### src/rtl/ddr_init_pkg.sv
package ddr_init_pkg;

  typedef enum logic [3:0] {
    ST_STAB, ST_CKE,
    ST_PRE1, ST_WPRE1,
    ST_EMRS, ST_WEMRS,
    ST_MRSD, ST_WMRSD,
    ST_PRE2, ST_WPRE2,
    ST_REF,  ST_WREF,
    ST_MRS,  ST_WMRS,
    ST_READY
  } init_state_e;

  typedef struct packed {
    logic cs_n;
    logic ras_n;
    logic cas_n;
    logic we_n;
  } cmd_pins_t;

  localparam cmd_pins_t CMD_DESEL = cmd_pins_t'(4'b1111);
  localparam cmd_pins_t CMD_PRE   = cmd_pins_t'(4'b0010);
  localparam cmd_pins_t CMD_REF   = cmd_pins_t'(4'b0001);
  localparam cmd_pins_t CMD_LMR   = cmd_pins_t'(4'b0000);

  // ceiling division, never below one cycle
  function automatic int unsigned cyc_ceil(int unsigned t_ps, int unsigned p_ps);
    int unsigned c;
    c = (t_ps + p_ps - 1) / p_ps;
    return (c == 0) ? 1 : c;
  endfunction

  function automatic int unsigned umax(int unsigned a, int unsigned b);
    return (a > b) ? a : b;
  endfunction

endpackage

### src/rtl/ddr_init_timer.sv
module ddr_init_timer #(
  parameter int unsigned TW      = 16,
  parameter int unsigned RST_VAL = 0
) (
  input  logic          clk,
  input  logic          rst_n,
  input  logic          load,
  input  logic [TW-1:0] load_val,
  output logic          expired
);
  logic [TW-1:0] cnt_q, cnt_d;
  logic          cnt_en;

  assign cnt_en  = load || (cnt_q != '0);
  assign expired = (cnt_q == '0);

  always_comb begin
    cnt_d = cnt_q;
    if (load)            cnt_d = load_val;
    else if (!expired)   cnt_d = cnt_q - 1'b1;
  end

  always_ff @(posedge clk or negedge rst_n) begin
    if (!rst_n)      cnt_q <= TW'(RST_VAL);
    else if (cnt_en) cnt_q <= cnt_d;
  end


  no_wrap_chk: assert property (@(posedge clk) disable iff (!rst_n)
    (expired && !load) |=> expired);
endmodule

### src/rtl/ddr_init_lock.sv
module ddr_init_lock #(
  parameter int unsigned LOCK_CYC = 200,
  localparam int unsigned LW = $clog2(LOCK_CYC + 1)
) (
  input  logic clk,
  input  logic rst_n,
  input  logic start,
  output logic lock_ok
);
  logic [LW-1:0] cnt_q;
  logic          armed_q;

  assign lock_ok = armed_q && (cnt_q == '0);

  always_ff @(posedge clk or negedge rst_n) begin
    if (!rst_n) begin
      cnt_q   <= '0;
      armed_q <= 1'b0;
    end else if (start) begin
      cnt_q   <= LW'(LOCK_CYC - 1);
      armed_q <= 1'b1;
    end else if (cnt_q != '0) begin
      cnt_q   <= cnt_q - 1'b1;
    end
  end


  lock_hold_chk: assert property (@(posedge clk) disable iff (!rst_n)
    (lock_ok && !start) |=> lock_ok);
endmodule

### src/rtl/ddr_init_fsm.sv
module ddr_init_fsm
  import ddr_init_pkg::*;
#(
  parameter int unsigned ADDR_W      = 13,
  parameter int unsigned BA_W        = 2,
  parameter int unsigned TW          = 16,
  parameter int unsigned RP_CYC      = 2,
  parameter int unsigned MRD_CYC     = 1,
  parameter int unsigned RFC_CYC     = 8,
  parameter int unsigned N_REF       = 2,
  parameter int unsigned DLL_BIT     = 8,
  parameter int unsigned PREALL_BIT  = 10,
  localparam int unsigned RW = $clog2(N_REF + 1)
) (
  input  logic              clk,
  input  logic              rst_n,
  input  logic [ADDR_W-1:0] emr_code,
  input  logic [ADDR_W-1:0] mr_code,
  input  logic              tmr_expired,
  output logic              tmr_load,
  output logic [TW-1:0]     tmr_val,
  output logic              dll_start,
  output logic              cke,
  output cmd_pins_t         cmd,
  output logic [BA_W-1:0]   ba,
  output logic [ADDR_W-1:0] addr,
  output logic              cmd_ready
);
  localparam logic [TW-1:0]   RP_LD  = TW'(RP_CYC - 1);
  localparam logic [TW-1:0]   MRD_LD = TW'(MRD_CYC - 1);
  localparam logic [TW-1:0]   RFC_LD = TW'(RFC_CYC - 1);
  localparam logic [BA_W-1:0] EMR_BA = BA_W'(1);
  localparam logic [BA_W-1:0] MR_BA  = '0;

  init_state_e   state_q, state_d;
  logic [RW-1:0] ref_q;
  logic          ref_inc;

  // next-state process
  always_comb begin
    state_d = state_q;
    unique case (state_q)
      ST_STAB:  if (tmr_expired) state_d = ST_CKE;
      ST_CKE:   state_d = ST_PRE1;
      ST_PRE1:  state_d = ST_WPRE1;
      ST_WPRE1: if (tmr_expired) state_d = ST_EMRS;
      ST_EMRS:  state_d = ST_WEMRS;
      ST_WEMRS: if (tmr_expired) state_d = ST_MRSD;
      ST_MRSD:  state_d = ST_WMRSD;
      ST_WMRSD: if (tmr_expired) state_d = ST_PRE2;
      ST_PRE2:  state_d = ST_WPRE2;
      ST_WPRE2: if (tmr_expired) state_d = ST_REF;
      ST_REF:   state_d = ST_WREF;
      ST_WREF:  if (tmr_expired) state_d = (ref_q == RW'(N_REF)) ? ST_MRS : ST_REF;
      ST_MRS:   state_d = ST_WMRS;
      ST_WMRS:  if (tmr_expired) state_d = ST_READY;
      ST_READY: state_d = ST_READY;
      default:  state_d = ST_STAB;
    endcase
  end

  assign ref_inc = (state_q == ST_REF);

  // register process
  always_ff @(posedge clk or negedge rst_n) begin
    if (!rst_n) begin
      state_q <= ST_STAB;
      ref_q   <= '0;
    end else begin
      state_q <= state_d;
      if (ref_inc) ref_q <= ref_q + 1'b1;
    end
  end

  // Moore output decode
  always_comb begin
    cmd      = CMD_DESEL;
    ba       = '0;
    addr     = '0;
    tmr_load = 1'b0;
    tmr_val  = '0;
    unique case (state_q)
      ST_PRE1, ST_PRE2: begin
        cmd = CMD_PRE;
        addr[PREALL_BIT] = 1'b1;
        tmr_load = 1'b1;
        tmr_val  = RP_LD;
      end
      ST_EMRS: begin
        cmd = CMD_LMR; ba = EMR_BA; addr = emr_code;
        tmr_load = 1'b1; tmr_val = MRD_LD;
      end
      ST_MRSD: begin
        cmd = CMD_LMR; ba = MR_BA; addr = mr_code;
        addr[DLL_BIT] = 1'b1;
        tmr_load = 1'b1; tmr_val = MRD_LD;
      end
      ST_MRS: begin
        cmd = CMD_LMR; ba = MR_BA; addr = mr_code;
        addr[DLL_BIT] = 1'b0;
        tmr_load = 1'b1; tmr_val = MRD_LD;
      end
      ST_REF: begin
        cmd = CMD_REF;
        tmr_load = 1'b1; tmr_val = RFC_LD;
      end
      default: ;
    endcase
  end

  assign cke       = (state_q != ST_STAB);
  assign dll_start = (state_q == ST_MRSD);
  assign cmd_ready = (state_q == ST_READY);


  cke_low_desel_chk: assert property (@(posedge clk) disable iff (!rst_n)
    !cke |-> cmd.cs_n);

  cke_hold_chk: assert property (@(posedge clk) disable iff (!rst_n)
    cke |=> cke);

  cmd_gap_chk: assert property (@(posedge clk) disable iff (!rst_n)
    !cmd.cs_n |=> cmd.cs_n);

  ready_hold_chk: assert property (@(posedge clk) disable iff (!rst_n)
    cmd_ready |=> (cmd_ready && cmd.cs_n));
endmodule

### src/rtl/ddr_init_seq.sv
module ddr_init_seq
  import ddr_init_pkg::*;
#(
  parameter int unsigned ADDR_W        = 13,
  parameter int unsigned BA_W          = 2,
  parameter int unsigned CLK_PERIOD_PS = 10000,
  parameter int unsigned T_STAB_PS     = 200000000,
  parameter int unsigned T_RP_PS       = 15000,
  parameter int unsigned T_MRD_PS      = 10000,
  parameter int unsigned T_RFC_PS      = 75000,
  parameter int unsigned N_REF         = 2,
  parameter int unsigned DLL_LOCK_CYC  = 200
) (
  input  logic              clk,
  input  logic              rst_n,
  input  logic [ADDR_W-1:0] emr_code,
  input  logic [ADDR_W-1:0] mr_code,
  output logic              cke,
  output logic              cs_n,
  output logic              ras_n,
  output logic              cas_n,
  output logic              we_n,
  output logic [BA_W-1:0]   ba,
  output logic [ADDR_W-1:0] addr,
  output logic              cmd_ready,
  output logic              init_done
);
  localparam int unsigned STAB_CYC = cyc_ceil(T_STAB_PS, CLK_PERIOD_PS);
  localparam int unsigned RP_CYC   = cyc_ceil(T_RP_PS,   CLK_PERIOD_PS);
  localparam int unsigned MRD_CYC  = cyc_ceil(T_MRD_PS,  CLK_PERIOD_PS);
  localparam int unsigned RFC_CYC  = cyc_ceil(T_RFC_PS,  CLK_PERIOD_PS);
  localparam int unsigned MAX_CYC  = umax(umax(STAB_CYC, RP_CYC), umax(MRD_CYC, RFC_CYC));
  localparam int unsigned TW       = $clog2(MAX_CYC + 1);

  logic          tmr_load, tmr_expired, dll_start, lock_ok;
  logic [TW-1:0] tmr_val;
  cmd_pins_t     cmd;

  ddr_init_timer #(.TW(TW), .RST_VAL(STAB_CYC - 1)) u_timer (
    .clk(clk), .rst_n(rst_n), .load(tmr_load), .load_val(tmr_val),
    .expired(tmr_expired)
  );

  ddr_init_lock #(.LOCK_CYC(DLL_LOCK_CYC)) u_lock (
    .clk(clk), .rst_n(rst_n), .start(dll_start), .lock_ok(lock_ok)
  );

  ddr_init_fsm #(
    .ADDR_W(ADDR_W), .BA_W(BA_W), .TW(TW),
    .RP_CYC(RP_CYC), .MRD_CYC(MRD_CYC), .RFC_CYC(RFC_CYC), .N_REF(N_REF)
  ) u_fsm (
    .clk(clk), .rst_n(rst_n), .emr_code(emr_code), .mr_code(mr_code),
    .tmr_expired(tmr_expired), .tmr_load(tmr_load), .tmr_val(tmr_val),
    .dll_start(dll_start), .cke(cke), .cmd(cmd), .ba(ba), .addr(addr),
    .cmd_ready(cmd_ready)
  );

  assign {cs_n, ras_n, cas_n, we_n} = cmd;
  assign init_done = cmd_ready && lock_ok;


  done_needs_ready_chk: assert property (@(posedge clk) disable iff (!rst_n)
    init_done |-> (cmd_ready && cke));

  done_hold_chk: assert property (@(posedge clk) disable iff (!rst_n)
    init_done |=> init_done);
endmodule

### config.mk
export PLATFORM = sky130hd
export DESIGN_NAME = ddr_init_seq
export DESIGN_NICKNAME = d
export VERILOG_FILES = /design/src/rtl/ddr_init_pkg.sv /design/src/rtl/ddr_init_timer.sv /design/src/rtl/ddr_init_lock.sv /design/src/rtl/ddr_init_fsm.sv /design/src/rtl/ddr_init_seq.sv
export SDC_FILE = /design/constraint.sdc
export NUM_CORES = 1
export LEC_CHECK = 0
export ABC_AREA = 1
export CORE_MARGIN = 4
export CORE_UTILIZATION = 40
export CTS_CLUSTER_DIAMETER = 30
export DETAILED_ROUTE_END_ITERATION = 10
export PLACE_DENSITY = 0.66
export SLEW_MARGIN = 20
export SYNTH_ARGS = -nofsm -noshare
export SYNTH_HDL_FRONTEND = slang
export SYNTH_SLANG_ARGS = --single-unit
### constraint.sdc
create_clock -name clk -period 3.45 [get_ports clk]
set_clock_uncertainty 0.05 [all_clocks]
set_input_delay 0.345 -clock clk [delete_from_list [all_inputs] [get_ports clk]]
set_output_delay 0.345 -clock clk [all_outputs]
set_load 0.1 [all_outputs]
==> flow_summary_export.csv, run 1 <==
group,metric,value,unit
layout,n_antenna_cell,0,
grt,use_met3,0.0344,
grt,antenna_found_initial,0,
clock_tree,clk_pin_slew,0.07,ns
setup_path,reg2reg_from,"u_timer.cnt_q[0]$_DFFE_PN1P_",
floorplan,die_h,81.2,um
floorplan,die_area,6590,um2
sta,timing.fmax,427,MHz
logic_synthesis,synth_area,2140,um2
sta,worst_pin_slew,0.518,ns
clock_tree,cts_buffers,5,
setup_path,worstSetupPathType,"flip-flop to primary output",
layout,final_common_cell,"nand2_1",
grt,gr-usage-met2,0.301,
clock_tree,root_buffer,"clkbuf_8",
logic_synthesis,synthTopCellsByArea,"dfrtp_1 25%, nand2_1 18%, dfstp_2 11%",
clock_tree,clk_latency,0.28,ns
logic_synthesis,synthDistinctLibCells,31,
layout,final_area,2690,um2
sta,fin_crit_sh,0.679,
sta,slew_headroom,0.653,
clock_tree,ctsHoldBuffers,0,
outcome,status,"completed",
floorplan,ioPinCount,50,
clock_tree,postCtsSetupBuffers,0,
power_and_ir_drop,p_sw_frac,0.212,
clock_tree,tritoncts,"built",
floorplan,die_w,81.2,um
power_and_ir_drop,seq_power_share,0.513,
setup_path,start_kind,"flip-flop",
power_and_ir_drop,power.density,255,nW/um2
power_and_ir_drop,p_int,541,uW
logic_synthesis,synth_warnings,0,
logic_synthesis,synth_edf_count,0,
drt,initialDrtViolationCount,118,
logic_synthesis,avgSynthCellArea,6.65,um2
logic_synthesis,async_reset_ff_frac,1.00,
flow_run,cap_violations,0,
logic_synthesis,synth_top_area_cell,"dfrtp_1",
logic_synthesis,synth_top_area_share,0.245,
layout,nets,400,
layout,mostFrequentLayoutCells,"101 x nand2_1, 39 x inv_1, 39 x nor2_1, 26 x clkdlybuf4s50_1, 25 x nand3_1",
drt,ant_nets,0,
floorplan,initial_core_util,0.417,
grt,track_usage,0.177,
layout,layoutNonFillerInstCount,439,
setup_path,critPathCaptureType,"primary output",
placement,dp_worst_setup_slack,1.39,ns
power_and_ir_drop,pwr-share-clk,0.427,
drt,wl,5.21,mm
drt,vias,2073,
power_and_ir_drop,ir_drop,0.187,mV
logic_synthesis,synth_cells,322,
placement,dpl.hpwl,3.89,mm
sta,fin_ws,1.11,ns
layout,area_growth,25.7,%
layout,drive_gt1_frac,0.165,
placement,dpl.cell_count,431,
clock_tree,cts_sinks,30,
sta,hold_viol,0,
layout,fillers,550,
sta,rsz0062_at_grt,"false",
setup_path,cp.required,3.05,ns
grt,overflow,0,
setup_path,startpoint,"u_fsm.state_q[2]$_DFFE_PN0P_",
sta,fin_tns_setup,0,ns
floorplan,core,5140,um2
sta,slew_viol_final,0,
drt,avgViaCountPerCell,4.72,
clock_tree,cts_buffer_depth,2,
sta,setup_viol,0,
power_and_ir_drop,power.net_switching,146,uW
grt,gr-usage-met1,0.232,
grt,grt_max_degree,31,
clock_tree,ctsResizeCount,0,
placement,portBuffers,47,
logic_synthesis,synth.yosys.seq_area_share,0.356,
power_and_ir_drop,leakagePower,0.00149,uW
logic_synthesis,synthesis.nets,354,
min_path,hp-class,"input pin to async pin",
logic_synthesis,ys_ff_latch,30,
drt,firstDrtPassIters,4,
logic_synthesis,synth_top_flop_cell,"dfrtp_1",
clock_tree,cts_max_level,2,
placement,place_area,2600,um2
floorplan,rows,26,
power_and_ir_drop,comb_power_share,0.060,
setup_path,path_max_fanout,16,
grt,grt_busiest_layer,"met2",
drt,drc_errors,0,
sta,layout_min_cycle_time,2.34,ns
drt,wire_per_inst,11.9,um
power_and_ir_drop,power,687,uW
placement,gp_congestion,0.887,
grt,grt_first_pass_wirelength,9.18,mm
grt,grt_pass1_vias,1984,
setup_path,ff2ff_path_depth,8,
setup_path,worstPathArrival,1.95,ns
## through the flow
stage	hold WS [ns]	util
final	0.408	0.524
after global routing	0.430	0.524
after global placement	0.400	0.506
after floorplan	-0.000591	-
after CTS	0.418	0.524
after detailed placement	0.403	0.506
## kinds of logic after synthesis
| logic type | count (synthesis) | synth area share |
|---|---|---|
| compound gates | 29 | 0.0701 |
| buf+inv | 54 | 0.109 |
| flops | 30 | 0.356 |
| fa+ha+maj | 4 | 0.0234 |
| simple gates | 199 | 0.419 |
| other cells | 1 | 0.00175 |
| xor+xnor | 5 | 0.0204 |
## per-layer routing
metal / up-vias / part of all wire
met5: - / 0
met1: 948 / 0.48
met4: 0 / 0.0079
met3: 4 / 0.024
li1: 1101 / -
met2: 20 / 0.49
## worst paths after layout
kind | end | slack, ns
worst max-delay path | addr[10] | 1.11
worst min-delay path | u_lock.cnt_q[4]$_DFFE_PN0P_ | 0.41
worst max register to register | u_fsm.state_q[1]$_DFFE_PN0P_ | 1.44
worst min register to register | u_lock.armed_q$_DFFE_PN0P_ | 0.41
max in group asynchronous | u_timer.cnt_q[4]$_DFFE_PN1P_ | 2.60
min in group clk | u_lock.armed_q$_DFFE_PN0P_ | 0.41
## flip-flops by register name (all words and copies together), names as in the netlist
name	count
u_lock.cnt_q	8
u_fsm.ref_q	2
u_fsm.state_q	4
u_lock.armed_q	1
u_timer.cnt_q	15
## cell type report
cell class,count,area [um2],area share
inverters,44,168,0.0623
flip-flops and latches,30,762,0.283
well taps,70,87.6,0.0325
multi-input cells,238,1150,0.428
clock buffers,8,90.1,0.0335
repair buffers,49,433,0.161
## Yosys cell counts, types with 2 or more instances
cell	instances
or2_2	2
a21oi_1	6
ha_1	4
nor4_1	2
buf_2	4
nand2_2	3
o21ai_0	16
o21ai_1	5
nor2_1	39
dfrtp_1	21
nor3_1	4
nand3_1	25
xor2_1	5
buf_4	4
nand2_1	101
nand4_1	10
dfstp_2	9
nor2_2	7
inv_1	39
nand2_4	2
inv_2	4
## worst max-delay path, stage by stage (launching register included)
cell	delay (ns)
dfrtp_1	0.49
inv_1	0.10
nor2_2	0.18
nand2_4	0.17
inv_2	0.24
o21ai_0	0.12
nand3_1	0.07
buf_4	0.29
## power groups by stage
stage | clock network, uW | logic, uW | registers (uW)
5_1_grt | 318 | 44.5 | 352
6_report | 293 | 41.2 | 352
3_5_place_dp | 0 | 41.8 | 358
3_3_place_gp | 0 | 41.5 | 358
2_1_floorplan | 0 | 5.89 | 358
4_1_cts | 303 | 42.0 | 352
(Power assumes the default switching activity.)
==> inputs of run 2 (changes only) <==
==> constraint.sdc (replaced) <==
create_clock -name clk -period 2.4 [get_ports clk]
set_clock_uncertainty 0.05 [all_clocks]
set_input_delay 0.24 -clock clk [delete_from_list [all_inputs] [get_ports clk]]
set_output_delay 0.24 -clock clk [all_outputs]
set_load 0.1 [all_outputs]
==> run 2 against run 1 <==
Total power up 76%. Global-route usage down 0.11 points. Clock-buffer cell count down 2. Critical path depth unchanged. Non-clock buffer count unchanged. Via count up 4.1%. Register-to-register slack worse by 0.97 ns. Clock power up 120%. Critical endpoint unchanged. Largest cell class unchanged. Highest routed layer unchanged.
==> flow_summary_export.csv, run 2 (same netlist as run 1, synthesis figures left out) <==
group,metric,value,unit
outcome,status,"completed",
sta,slew_viol_final,0,
sta,fin_crit_sh,0.942,
clock_tree,cts_sinks,30,
sta,timing.fmax,443,MHz
layout,final_util,0.583,
setup_path,worstPathArrival,1.97,ns
clock_tree,cts_buffer_depth,2,
floorplan,die_area,6590,um2
grt,track_usage,0.176,
layout,final_common_cell,"nand2_1",
grt,antenna_found_initial,0,
layout,nets,400,
drt,avgViaCountPerCell,4.92,
drt,initialDrtViolationCount,113,
layout,n_antenna_cell,0,
flow_run,cap_violations,0,
drt,wire_per_inst,12.0,um
clock_tree,clk_pin_slew,0.07,ns
floorplan,die_h,81.2,um
drt,vias,2159,
sta,setup_viol,0,
sta,layout_min_cycle_time,2.26,ns
layout,drive_gt1_frac,0.179,
setup_path,cp.required,2.11,ns
placement,dpl.cell_count,431,
setup_path,start_kind,"flip-flop",
layout,largest_reg_flops,15,
floorplan,initial_core_util,0.417,
grt,grt_first_pass_wirelength,9.04,mm
power_and_ir_drop,power,1210,uW
placement,portBuffers,47,
clock_tree,root_buffer,"clkbuf_8",
layout,layoutNonFillerInstCount,439,
layout,mostFrequentLayoutCells,"101 x nand2_1, 38 x inv_1, 38 x nor2_1, 26 x clkdlybuf4s50_1, 25 x nand3_1",
grt,overflow,0,
sta,fin_hold_ws,0.293,ns
floorplan,die_w,81.2,um
grt,grt_pass1_vias,1940,
placement,gp_congestion,0.861,
layout,area_growth,40.0,%
drt,firstDrtPassIters,7,
clock_tree,cts_buffers,5,
drt,drc_errors,0,
clock_tree,ctsHoldBuffers,0,
power_and_ir_drop,power.density,402,nW/um2
clock_tree,clk_latency,0.28,ns
floorplan,core,5140,um2
min_path,hp-class,"input pin to async pin",
layout,top_register,"u_timer.cnt_q",
power_and_ir_drop,leakagePower,0.00157,uW
sta,hold_viol,0,
clock_tree,postCtsSetupBuffers,0,
placement,dpl.hpwl,4.00,mm
sta,rsz0062_at_grt,"false",
grt,grt_max_degree,31,
setup_path,critPathCaptureType,"primary output",
sta,fin_tns_setup,0,ns
drt,wl,5.26,mm
layout,top_regs,"u_timer.cnt_q x15, u_lock.cnt_q x8, u_fsm.state_q x4",
clock_tree,tritoncts,"built",
clock_tree,cts_max_level,2,
floorplan,rows,26,
power_and_ir_drop,ir_drop,0.240,mV
setup_path,path_max_fanout,16,
layout,fillers,505,
setup_path,rrSetupSlack,0.47,ns
setup_path,worstSetupPathType,"flip-flop to primary output",
drt,ant_nets,0,
floorplan,ioPinCount,50,
## run 2: cell count changes in the layout (fill, tap and decap cells not counted), sizes merged
cell      change
bufinv        +2
clkbuf        -2
clkinvlp      +1
inv           -1
## run 2: metal layers
layer,global-route usage,wire [um],vias to the layer above
met5,0,0,-
met4,0.0574,104,0
met3,0.0421,243,9
met2,0.282,2520,57
met1,0.233,2400,990
li1,-,-,1103
## run 2: worst paths after layout
check | from | endpoint | depth (start not counted)
min | rst_n | u_lock.cnt_q[6]$_DFFE_PN0P_ | 2
max reg2reg | u_timer.cnt_q[0]$_DFFE_PN1P_ | u_fsm.state_q[1]$_DFFE_PN0P_ | 8
min in group clk | u_timer.cnt_q[14]$_DFFE_PN1P_ | u_timer.cnt_q[14]$_DFFE_PN1P_ | 2
max | u_fsm.state_q[1]$_DFFE_PN0P_ | addr[10] | 7
max in group asynchronous | rst_n | u_timer.cnt_q[2]$_DFFE_PN1P_ | 2
min reg2reg | u_timer.cnt_q[14]$_DFFE_PN1P_ | u_timer.cnt_q[14]$_DFFE_PN1P_ | 2
## run 2: area by class of cell
cell class	count	area (um2)	area share
timing repair buffer	49	671	0.224
inverter	44	171	0.0572
clock buffer	6	82.6	0.0275
sequential	30	763	0.254
clock inverter	2	60.1	0.0200
tap	70	87.6	0.0292
multi-input combinational	238	1160	0.388
## run 2: what timing repair did
item / in CTS / in global routing
resized for setup: 0 / 2
setup endpoints to repair: 0 / 13
hold endpoints to repair: 0 / 0
## run 2: worst max-delay path: stages (launching register included)
cell	delay, ns
dfrtp_1	0.57
inv_4	0.08
nor2_4	0.18
nand2_4	0.16
inv_2	0.24
o21ai_0	0.12
nand3_1	0.12
buf_12	0.19
## run 2: metrics by stage
stage / cell area (um2) / setup slack (ns)
after floorplan: 2160 / 0.0103
after global placement: 2850 / 0.459
after detailed placement: 2850 / 0.434
after CTS: 2990 / 0.117
after global routing: 3000 / 0.0163
final: 3000 / 0.140
## run 2: report_power, final
part | leakage, uW | switching (uW) | internal (uW)
Sequential | 0.000335 | 0 | 506
Combinational | 0.00117 | 21.7 | 37.9
Clock | 0.0000714 | 198 | 443
Total | 0.00157 | 219 | 987
==> inputs of run 3 (changes only) <==
--- a/config.mk
+++ b/config.mk
@@ -6,11 +6,12 @@
 export NUM_CORES = 1
 export LEC_CHECK = 0
 export ABC_AREA = 1
-export CORE_MARGIN = 4
+export CORE_MARGIN = 2
 export CORE_UTILIZATION = 40
 export CTS_CLUSTER_DIAMETER = 30
 export DETAILED_ROUTE_END_ITERATION = 10
 export PLACE_DENSITY = 0.66
+export REMOVE_ABC_BUFFERS = 1
 export SLEW_MARGIN = 20
 export SYNTH_ARGS = -nofsm -noshare
 export SYNTH_HDL_FRONTEND = slang
==> run 3 against run 2 <==
Die area shrank 9.6%. Total power fell by 18%. Via count fell by 1.3%. Global-route usage increased by 2.0 points. Critical path depth unchanged. Hold slack improved by 0.0096 ns. Routed wire length grew 1.3%. Sequential share of layout area up 0.42 points. Fmax up 3.1%. Clock-buffer cell count rose by 1. Register-to-register slack improved by 0.05 ns. Clock power down 35%. Critical path type unchanged.
==> flow_summary_export.csv, run 3 (same netlist as run 1, synthesis figures left out) <==
group,metric,value,unit
clock_tree,clk_latency,0.28,ns
placement,dpl.hpwl,4.05,mm
flow_run,cap_violations,0,
floorplan,die_h,77.2,um
sta,layout_min_cycle_time,2.19,ns
layout,n_antenna_cell,0,
layout,final_util,0.573,
layout,final_common_cell,"nand2_1",
layout,top_register,"u_timer.cnt_q",
sta,fin_crit_sh,0.913,
placement,dpl.cell_count,432,
clock_tree,postCtsSetupBuffers,0,
floorplan,rows,26,
drt,wl,5.33,mm
layout,top_regs,"u_timer.cnt_q x15, u_lock.cnt_q x8, u_fsm.state_q x4",
layout,mostFrequentLayoutCells,"101 x nand2_1, 39 x nor2_1, 38 x inv_1, 26 x clkdlybuf4s50_1, 25 x nand3_1",
layout,nets,401,
clock_tree,cts_sinks,30,
setup_path,path_max_fanout,16,
setup_path,start_kind,"flip-flop",
clock_tree,clk_pin_slew,0.07,ns
outcome,status,"completed",
grt,overflow,0,
clock_tree,cts_buffers,5,
setup_path,crit_buf_inv,3,
layout,multi_input_area,1150,um2
drt,firstDrtPassIters,4,
setup_path,cp.required,2.11,ns
sta,fin_ws,0.209,ns
layout,fillers,511,
power_and_ir_drop,leakagePower,0.00155,uW
drt,drc_errors,0,
clock_tree,tritoncts,"built",
clock_tree,root_buffer,"clkbuf_8",
setup_path,cpMaxStageDelayCell,"dfrtp_1",
floorplan,initial_core_util,0.417,
placement,gp_congestion,0.934,
setup_path,crit_chain,"inv_1, nor2_2, nand2_4, inv_4, o21ai_0, nand3_1, buf_12",
sta,timing.fmax,456,MHz
sta,rsz0062_at_grt,"false",
grt,track_usage,0.196,
layout,layoutNonFillerInstCount,440,
layout,drive_gt1_frac,0.173,
sta,slew_viol_final,0,
drt,vias,2130,
clock_tree,cts_max_level,2,
floorplan,die_w,77.2,um
setup_path,cpPeakStageDelay,0.52,ns
sta,hold_viol,0,
power_and_ir_drop,ir_drop,0.248,mV
sta,setup_viol,0,
layout,area_growth,37.5,%
layout,register_area,762,um2
setup_path,worstSetupPathType,"flip-flop to primary output",
floorplan,core,5140,um2
setup_path,critPathCaptureType,"primary output",
clock_tree,cts_buffer_depth,2,
placement,dp_worst_setup_slack,0.402,ns
floorplan,die_area,5960,um2
placement,portBuffers,47,
setup_path,cpLargestDelayFamily,"flip-flops",
floorplan,ioPinCount,50,
grt,grt_first_pass_wirelength,9.53,mm
min_path,hp-class,"input pin to async pin",
layout,largest_reg_flops,15,
drt,wire_per_inst,12.1,um
sta,fin_hold_ws,0.303,ns
drt,ant_nets,0,
grt,grt_max_degree,31,
grt,grt_pass1_vias,2072,
drt,initialDrtViolationCount,116,
setup_path,worstPathArrival,1.90,ns
power_and_ir_drop,power.density,334,nW/um2
grt,antenna_found_initial,0,
drt,avgViaCountPerCell,4.84,
## run 3: cell count changes in the layout (fill, tap and decap cells not counted)
cell / delta
buf_4: +1
clkinv_2: +1
nor4_2: +1
clkbuf_1: +1
inv_2: -1
nor2_2: -1
dfrtp_1: +1
nor2_1: +1
dfrtp_2: -1
inv_4: +1
nor4_4: -1
bufinv_16: -2
## run 3: worst reg2reg max path, delay by kind of cell, from the launching register on
family                     cells  cell delay, ns
and+or+nand+nor                5            0.69
DFF                            1            0.38
buffers and inverters          2            0.37
adders and majority gates      1            0.27
## run 3: worst paths after layout
path,slack [ns],cells past startpoint,endpoint,start
worst max-delay path,0.21,7,addr[10],u_fsm.state_q[2]$_DFFE_PN0P_
worst min-delay path,0.30,2,u_timer.cnt_q[7]$_DFFE_PN0P_,rst_n
worst max register to register,0.52,8,u_fsm.state_q[2]$_DFFE_PN0P_,u_timer.cnt_q[0]$_DFFE_PN1P_
worst min register to register,0.42,2,u_timer.cnt_q[14]$_DFFE_PN1P_,u_timer.cnt_q[14]$_DFFE_PN1P_
max in group asynchronous,1.68,2,u_timer.cnt_q[14]$_DFFE_PN1P_,rst_n
min in group clk,0.42,2,u_timer.cnt_q[14]$_DFFE_PN1P_,u_timer.cnt_q[14]$_DFFE_PN1P_
## run 3: routing by layer
metal | vias up | share of wire | global-route usage
met3 | 4 | 0.042 | 0.0365
li1 | 1108 | - | -
met2 | 41 | 0.48 | 0.330
met5 | - | 0 | 0
met4 | 0 | 0.0054 | 0.0446
met1 | 977 | 0.47 | 0.262
## run 3: repair_timing
action | in CTS | in global routing
setup endpoints to repair | 0 | 14
resized for setup | 0 | 4
hold buffers | 0 | 0
## run 3: cell type report
type                    count  share of cell area
clock buffers               7              0.0293
clock inverters             1             0.00170
inverters                  44              0.0590
multi-input cells         238               0.391
flip-flops and latches     30               0.259
well taps                  70              0.0297
repair buffers             50               0.230
## run 3: metrics by stage
stage	instance area, um2	setup TNS (ns)	total power (uW)
3_3_place_gp	2840	0	575
6_report	2950	0	985
4_1_cts	2930	0	999
2_1_floorplan	2080	-4.41	523
5_1_grt	2950	0	1020
3_5_place_dp	2840	0	576
## run 3: where the power goes
group / internal [uW] / leakage (uW) / switching (uW)
sequential: 507 / 0.000335 / 0
clock: 231 / 0.0000482 / 188
combinational: 37.8 / 0.00117 / 21.5
